**src/rtl/lfsr_scr_pkg.sv**
```systemverilog
package lfsr_scr_pkg;

    // Controller state: was the bit held in the output stage scrambled
    typedef enum logic {
        ST_PASS = 1'b0,
        ST_SCR  = 1'b1
    } scr_state_e;

    // Register action for the current clock
    typedef enum logic [2:0] {
        ACT_IDLE       = 3'd0,
        ACT_HOLD       = 3'd1,
        ACT_LOAD       = 3'd2,
        ACT_STEP_FRAME = 3'd3,
        ACT_STEP_SEED  = 3'd4,
        ACT_STEP_SELF  = 3'd5
    } scr_act_e;

endpackage

```
**src/rtl/lfsr_scr_cfg.sv**
```systemverilog
module lfsr_scr_cfg #(
    parameter int unsigned W = 24,
    parameter logic [W-1:0] RST_MASK = '0,
    parameter logic [W-1:0] RST_SEED = '0
) (
    input  logic         clk,
    input  logic         rst_n,
    input  logic         cfg_wr,
    input  logic [W-1:0] cfg_mask,
    input  logic [W-1:0] cfg_seed,
    output logic [W-1:0] mask_q,
    output logic [W-1:0] seed_q
);

    always_ff @(posedge clk) begin
        if (!rst_n) begin
            mask_q <= RST_MASK;
            seed_q <= RST_SEED;
        end else if (cfg_wr) begin
            mask_q <= cfg_mask;
            seed_q <= cfg_seed;
        end
    end

endmodule

```
**src/rtl/lfsr_scr_core.sv**
```systemverilog
module lfsr_scr_core
    import lfsr_scr_pkg::*;
#(
    parameter int unsigned W = 24,
    parameter logic [W-1:0] RST_SEED = '0
) (
    input  logic         clk,
    input  logic         rst_n,
    input  scr_act_e     act,
    input  logic [W-1:0] mask,
    input  logic [W-1:0] seed,
    input  logic         data_in,
    output logic         key,
    output logic [W-1:0] state_q
);

    logic [W-1:0] cur;
    logic [W-1:0] tap_prod;
    logic [W-1:0] state_d;

    // A step from the seed starts the frame from the programmed value
    assign cur = (act == ACT_STEP_SEED) ? seed : state_q;

    for (genvar i = 0; i < W; i++) begin : g_tap
        assign tap_prod[i] = cur[i] & mask[i];
    end

    assign key = ^tap_prod;

    always_comb begin
        state_d = state_q;
        unique case (act)
            ACT_IDLE, ACT_HOLD:           state_d = state_q;
            ACT_LOAD:                     state_d = seed;
            ACT_STEP_FRAME, ACT_STEP_SEED: state_d = {cur[W-2:0], key};
            ACT_STEP_SELF:                state_d = {state_q[W-2:0], data_in ^ key};
            default:                      state_d = state_q;
        endcase
    end

    always_ff @(posedge clk) begin
        if (!rst_n) state_q <= RST_SEED;
        else        state_q <= state_d;
    end

endmodule

```
**src/rtl/lfsr_scr_ctrl.sv**
```systemverilog
module lfsr_scr_ctrl
    import lfsr_scr_pkg::*;
(
    input  logic     clk,
    input  logic     rst_n,
    input  logic     bit_vld,
    input  logic     bit_in,
    input  logic     frame_start,
    input  logic     self_mode,
    input  logic     en_sel_sw,
    input  logic     sw_en,
    input  logic     hw_en,
    input  logic     key,
    output scr_act_e act,
    output logic     bit_out,
    output logic     out_vld
);

    scr_state_e state_q, state_d;
    logic       eff_en;
    logic       in_q;
    logic       key_q;
    logic       vld_q;

    assign eff_en = en_sel_sw ? sw_en : hw_en;

    // Register action for this clock
    always_comb begin
        if (!bit_vld)
            act = ACT_IDLE;
        else if (eff_en)
            act = self_mode ? ACT_STEP_SELF
                            : (frame_start ? ACT_STEP_SEED : ACT_STEP_FRAME);
        else
            act = (!self_mode && frame_start) ? ACT_LOAD : ACT_HOLD;
    end

    // Next state: SCR_BIT, PASS_BIT, IDLE_HOLD
    always_comb begin
        state_d = state_q;
        unique case (state_q)
            ST_PASS: if (bit_vld) state_d = eff_en ? ST_SCR : ST_PASS;
            ST_SCR:  if (bit_vld) state_d = eff_en ? ST_SCR : ST_PASS;
            default: state_d = ST_PASS;
        endcase
    end

    // State register
    always_ff @(posedge clk) begin
        if (!rst_n) state_q <= ST_PASS;
        else        state_q <= state_d;
    end

    // Output stage capture
    always_ff @(posedge clk) begin
        if (!rst_n) begin
            in_q  <= 1'b0;
            key_q <= 1'b0;
            vld_q <= 1'b0;
        end else begin
            vld_q <= bit_vld;
            if (bit_vld) begin
                in_q  <= bit_in;
                key_q <= key;
            end
        end
    end

    // Outputs
    always_comb begin
        unique case (state_q)
            ST_PASS: bit_out = in_q;
            ST_SCR:  bit_out = in_q ^ key_q;
            default: bit_out = in_q;
        endcase
        out_vld = vld_q;
    end

endmodule

```
**src/rtl/lfsr_scrambler.sv**
```systemverilog
module lfsr_scrambler
    import lfsr_scr_pkg::*;
#(
    parameter int unsigned W          = 24,
    parameter int unsigned RST_TAP_HI = 15,
    parameter int unsigned RST_TAP_LO = 14,
    parameter int unsigned RST_ONES   = 15
) (
    input  logic         clk,
    input  logic         rst_n,
    input  logic         cfg_wr,
    input  logic [W-1:0] cfg_mask,
    input  logic [W-1:0] cfg_seed,
    input  logic         self_mode,
    input  logic         en_sel_sw,
    input  logic         sw_en,
    input  logic         hw_en,
    input  logic         frame_start,
    input  logic         bit_vld,
    input  logic         bit_in,
    output logic         bit_out,
    output logic         out_vld
);

    localparam logic [W-1:0] ONE_W    = {{(W-1){1'b0}}, 1'b1};
    localparam logic [W-1:0] RST_MASK = (ONE_W << (RST_TAP_HI - 1)) |
                                        (ONE_W << (RST_TAP_LO - 1));
    localparam logic [W-1:0] RST_SEED = (ONE_W << RST_ONES) - ONE_W;

    logic [W-1:0] mask_q;
    logic [W-1:0] seed_q;
    logic [W-1:0] lfsr_state;
    logic         key;
    scr_act_e     act;

    lfsr_scr_cfg #(.W(W), .RST_MASK(RST_MASK), .RST_SEED(RST_SEED)) u_cfg (
        .clk      (clk),
        .rst_n    (rst_n),
        .cfg_wr   (cfg_wr),
        .cfg_mask (cfg_mask),
        .cfg_seed (cfg_seed),
        .mask_q   (mask_q),
        .seed_q   (seed_q)
    );

    lfsr_scr_core #(.W(W), .RST_SEED(RST_SEED)) u_core (
        .clk     (clk),
        .rst_n   (rst_n),
        .act     (act),
        .mask    (mask_q),
        .seed    (seed_q),
        .data_in (bit_in),
        .key     (key),
        .state_q (lfsr_state)
    );

    lfsr_scr_ctrl u_ctrl (
        .clk         (clk),
        .rst_n       (rst_n),
        .bit_vld     (bit_vld),
        .bit_in      (bit_in),
        .frame_start (frame_start),
        .self_mode   (self_mode),
        .en_sel_sw   (en_sel_sw),
        .sw_en       (sw_en),
        .hw_en       (hw_en),
        .key         (key),
        .act         (act),
        .bit_out     (bit_out),
        .out_vld     (out_vld)
    );

endmodule

```
**config.mk**
```make
export PLATFORM = sky130hd
export DESIGN_NAME = lfsr_scrambler
export DESIGN_NICKNAME = d
export VERILOG_FILES = /design/src/rtl/lfsr_scr_pkg.sv /design/src/rtl/lfsr_scr_cfg.sv /design/src/rtl/lfsr_scr_core.sv /design/src/rtl/lfsr_scr_ctrl.sv /design/src/rtl/lfsr_scrambler.sv
export SDC_FILE = /design/constraint.sdc
export NUM_CORES = 1
export LEC_CHECK = 0
export CAP_MARGIN = 20
export CORE_MARGIN = 5
export CORE_UTILIZATION = 59
export DETAILED_ROUTE_END_ITERATION = 8
export GPL_TIMING_DRIVEN = 1
export PLACE_DENSITY = 0.86
export SLEW_MARGIN = 10
export SYNTH_ARGS = -nofsm -noshare
export SYNTH_HDL_FRONTEND = slang
export SYNTH_SLANG_ARGS = --single-unit
```
**constraint.sdc**
```tcl
create_clock -name clk -period 4 [get_ports clk]
set_input_delay 0.6 -clock clk [delete_from_list [all_inputs] [get_ports clk]]
set_output_delay 0.6 -clock clk [all_outputs]
set_load 0.01 [all_outputs]
```
==> metrics.cfg <==
[run_status]
outcome = completed

[logic_synthesis]
synth_cell_types = 31
netlist_area_um2 = 4100
yosysWarningCount = 0
synth_seq_cells = 76
ys_seq_area_share_pct = 37.1
syn-num-nets = 543
synth_cells = 485
postSynthAreaPerCell_um2 = 8.46

[worst_setup_path]
start_kind = input port
required_ns = 4.29
crit_arrival_ns = 3.64
crit_type = in -> reg
rrSetupSlack_ns = 1.88
cp_max_fo = 29
worst_setup_path_end_kind = flop

[cells_and_area]
mostFrequentLayoutCell = nand2_1
fin_nets = 589
finalCoreUtilization_pct = 73.2
final_cell_mix = nand2_1, dfxtp_1, nand3_1, mux2i_1, clkdlybuf4s50_1
diodes = 0
synthToLayoutAreaGrowth_pct = 21.1
design_area_um2 = 4970
drive_above_1_share_pct = 8.96

[placed_design]
gp_congestion = 0.915
hpwl_um = 7410
dp_slack_ns = 0.352
place_area_um2 = 4720
port_buffers = 59

[floorplanning]
dieArea_um2 = 8720
initial_core_util_pct = 60.4
die_h_um = 93.4
ios = 60
die_w_um = 93.4
rows = 30
coreArea_um2 = 6790

[flow_run]
drv_cap = 0

[clock_network]
htree_levels = 3
holdBufCountCts = 0
cts_setup_buffers = 0
root_buffer = clkbuf_8
cts.sinks = 76
clkTransAtPathRegs_ns = 0.09
cts_buffer_depth = 2
cts_tree = done
numCtsBuffers = 9
insertion_delay_ns = 0.35
cts_resized = 0

[detailed_routing]
drtAntennaViolNets = 0
vias = 3797
wl_per_cell_um = 16.7
drt-pass1-iter-count = 5
drc_errors = 0
wl_um = 10600
drtIter0Drc = 330
via_per_inst = 6.01

[timing]
tns_ns = 0
setup_ws_ns = 0.645
relSlewSlack_pct = 57.8
slew_viol_final = 0
hold_violations = 0
fin_skew_ns = 0.00959
min_period_ns = 3.36
setup_violations = 0
fmax_mhz = 298
hold_slack_ns = 0.514
rsz0062_at_grt = no
fin_crit_sh_pct = 83.9
tightest_slew_ns = 0.634

[pwr]
p_int_mw = 1.37
p_leak_nw = 2.03
clockPowerShare_pct = 35.2
switching_share_pct = 26.7
p_sw_uw = 500
powerDensity_nw_per_um2 = 376
seqPwrFrac_pct = 46.2
peakVddDrop_uv = 228
p_comb_share_pct = 18.6

[grt]
antenna_found_initial = 0
grt_remaining_overflow = 0
grt_max_degree = 77
grt_pass1_wl_um = 17400
grt_usage_pct = 24.6
grt_pass1_vias = 3598

[min_path]
holdCritPathClass = reg -> reg

per-stage QoR:
| step | std cells | power, mW |
|---|---|---|
| 2_1_floorplan | 485 | 1.10 |
| 5_1_grt | 632 | 1.94 |
| 4_1_cts | 631 | 1.86 |
| 6_report | 632 | 1.87 |
| 3_5_place_dp | 615 | 1.22 |
| 3_3_place_gp | 615 | 1.20 |
state kept, by name (all words and copies together), names as in the netlist, named ones only:
register,count
u_cfg.seed_q,24
u_ctrl.out_vld,1
u_cfg.mask_q,24
u_ctrl.key_q,1
u_ctrl.in_q,1
u_core.state_q,24
critical path, cell delays in order:
cell             delay (ns)
clkdlybuf4s50_1        0.52
mux2i_4                0.42
or2_1                  0.38
buf_4                  0.37
a31oi_1                0.14
a32oi_1                0.23
xor2_1                 0.26
xnor2_2                0.18
xnor3_1                0.38
a21oi_1                0.15
kinds of logic (layout without fill, tap and decap cells):
logic type | Yosys count | count (layout) | synth area share [%]
xor gates and xnor gates | 13 | 13 | 3.99
and+or+nand+nor | 219 | 219 | 25.2
AOI/OAI and AO/OA | 67 | 67 | 10.9
buffers and inverters | 36 | 87 | 4.15
DFF | 76 | 76 | 37.1
muxes | 74 | 74 | 18.8
synth_stat cells:
library cell  count  area (um2)
nand3_1          59         295
a32oi_1          12         105
xnor3_1           2        45.0
or2_1             1        6.26
xnor2_1           6        52.6
a21oi_1           1        5.00
o21ai_0          24         120
xnor2_2           1        16.3
dfxtp_1          76        1520
nand2_1         100         375
a31oi_1          12        75.1
xor3_1            1        23.8
o2111ai_1        12         105
mux2_2           14         158
a21boi_0          1        7.51
buf_1             3        11.3
and3_1            9        56.3
nand3b_1          1        7.51
and2_1            1        6.26
nor3_1           12        60.1
o21ai_1           4        20.0
o21a_1            1        7.51
mux2i_1          59         591
buf_6             4        45.0
clkbuf_1         25        93.8
buf_2             4        20.0
nand2b_1          2        12.5
nor2_2            1        6.26
mux2i_4           1        22.5
xor2_1            3        26.3
nor2b_1          33         206
metal layers:
| layer | vias to the layer above | track usage [%] | wire, um |
|---|---|---|---|
| met5 | - | 0 | 0 |
| met4 | 0 | 6.84 | 229 |
| met3 | 26 | 4.91 | 848 |
| met2 | 185 | 40.3 | 4920 |
| met1 | 1764 | 32.9 | 4580 |
| li1 | 1822 | - | - |
final timing paths:
path / start / endpoint / cells after the start
setup reg to reg: u_cfg.seed_q[19] / u_core.state_q[0] / 8
hold reg to reg: flop / flop / 2
setup / recovery: en_sel_sw / u_ctrl.key_q / 10
hold / removal: flop / flop / 2
power by group through the flow:
stage / clock, mW / sequential, mW / combinational (mW)
2_1_floorplan: 0 / 0.856 / 0.241
3_3_place_gp: 0 / 0.875 / 0.327
3_5_place_dp: 0 / 0.878 / 0.340
4_1_cts: 0.661 / 0.861 / 0.342
5_1_grt: 0.698 / 0.870 / 0.374
6_report: 0.659 / 0.864 / 0.347
layout make-up:
type / count / area, um2
clock inverter: 6 / 86.3
tap: 96 / 120
multi-input combinational: 373 / 2410
fill: 530 / 1820
timing repair buffer: 71 / 691
sequential: 76 / 1520
clock buffer: 10 / 138
No activity file was read; power rests on OpenSTA's default activity.
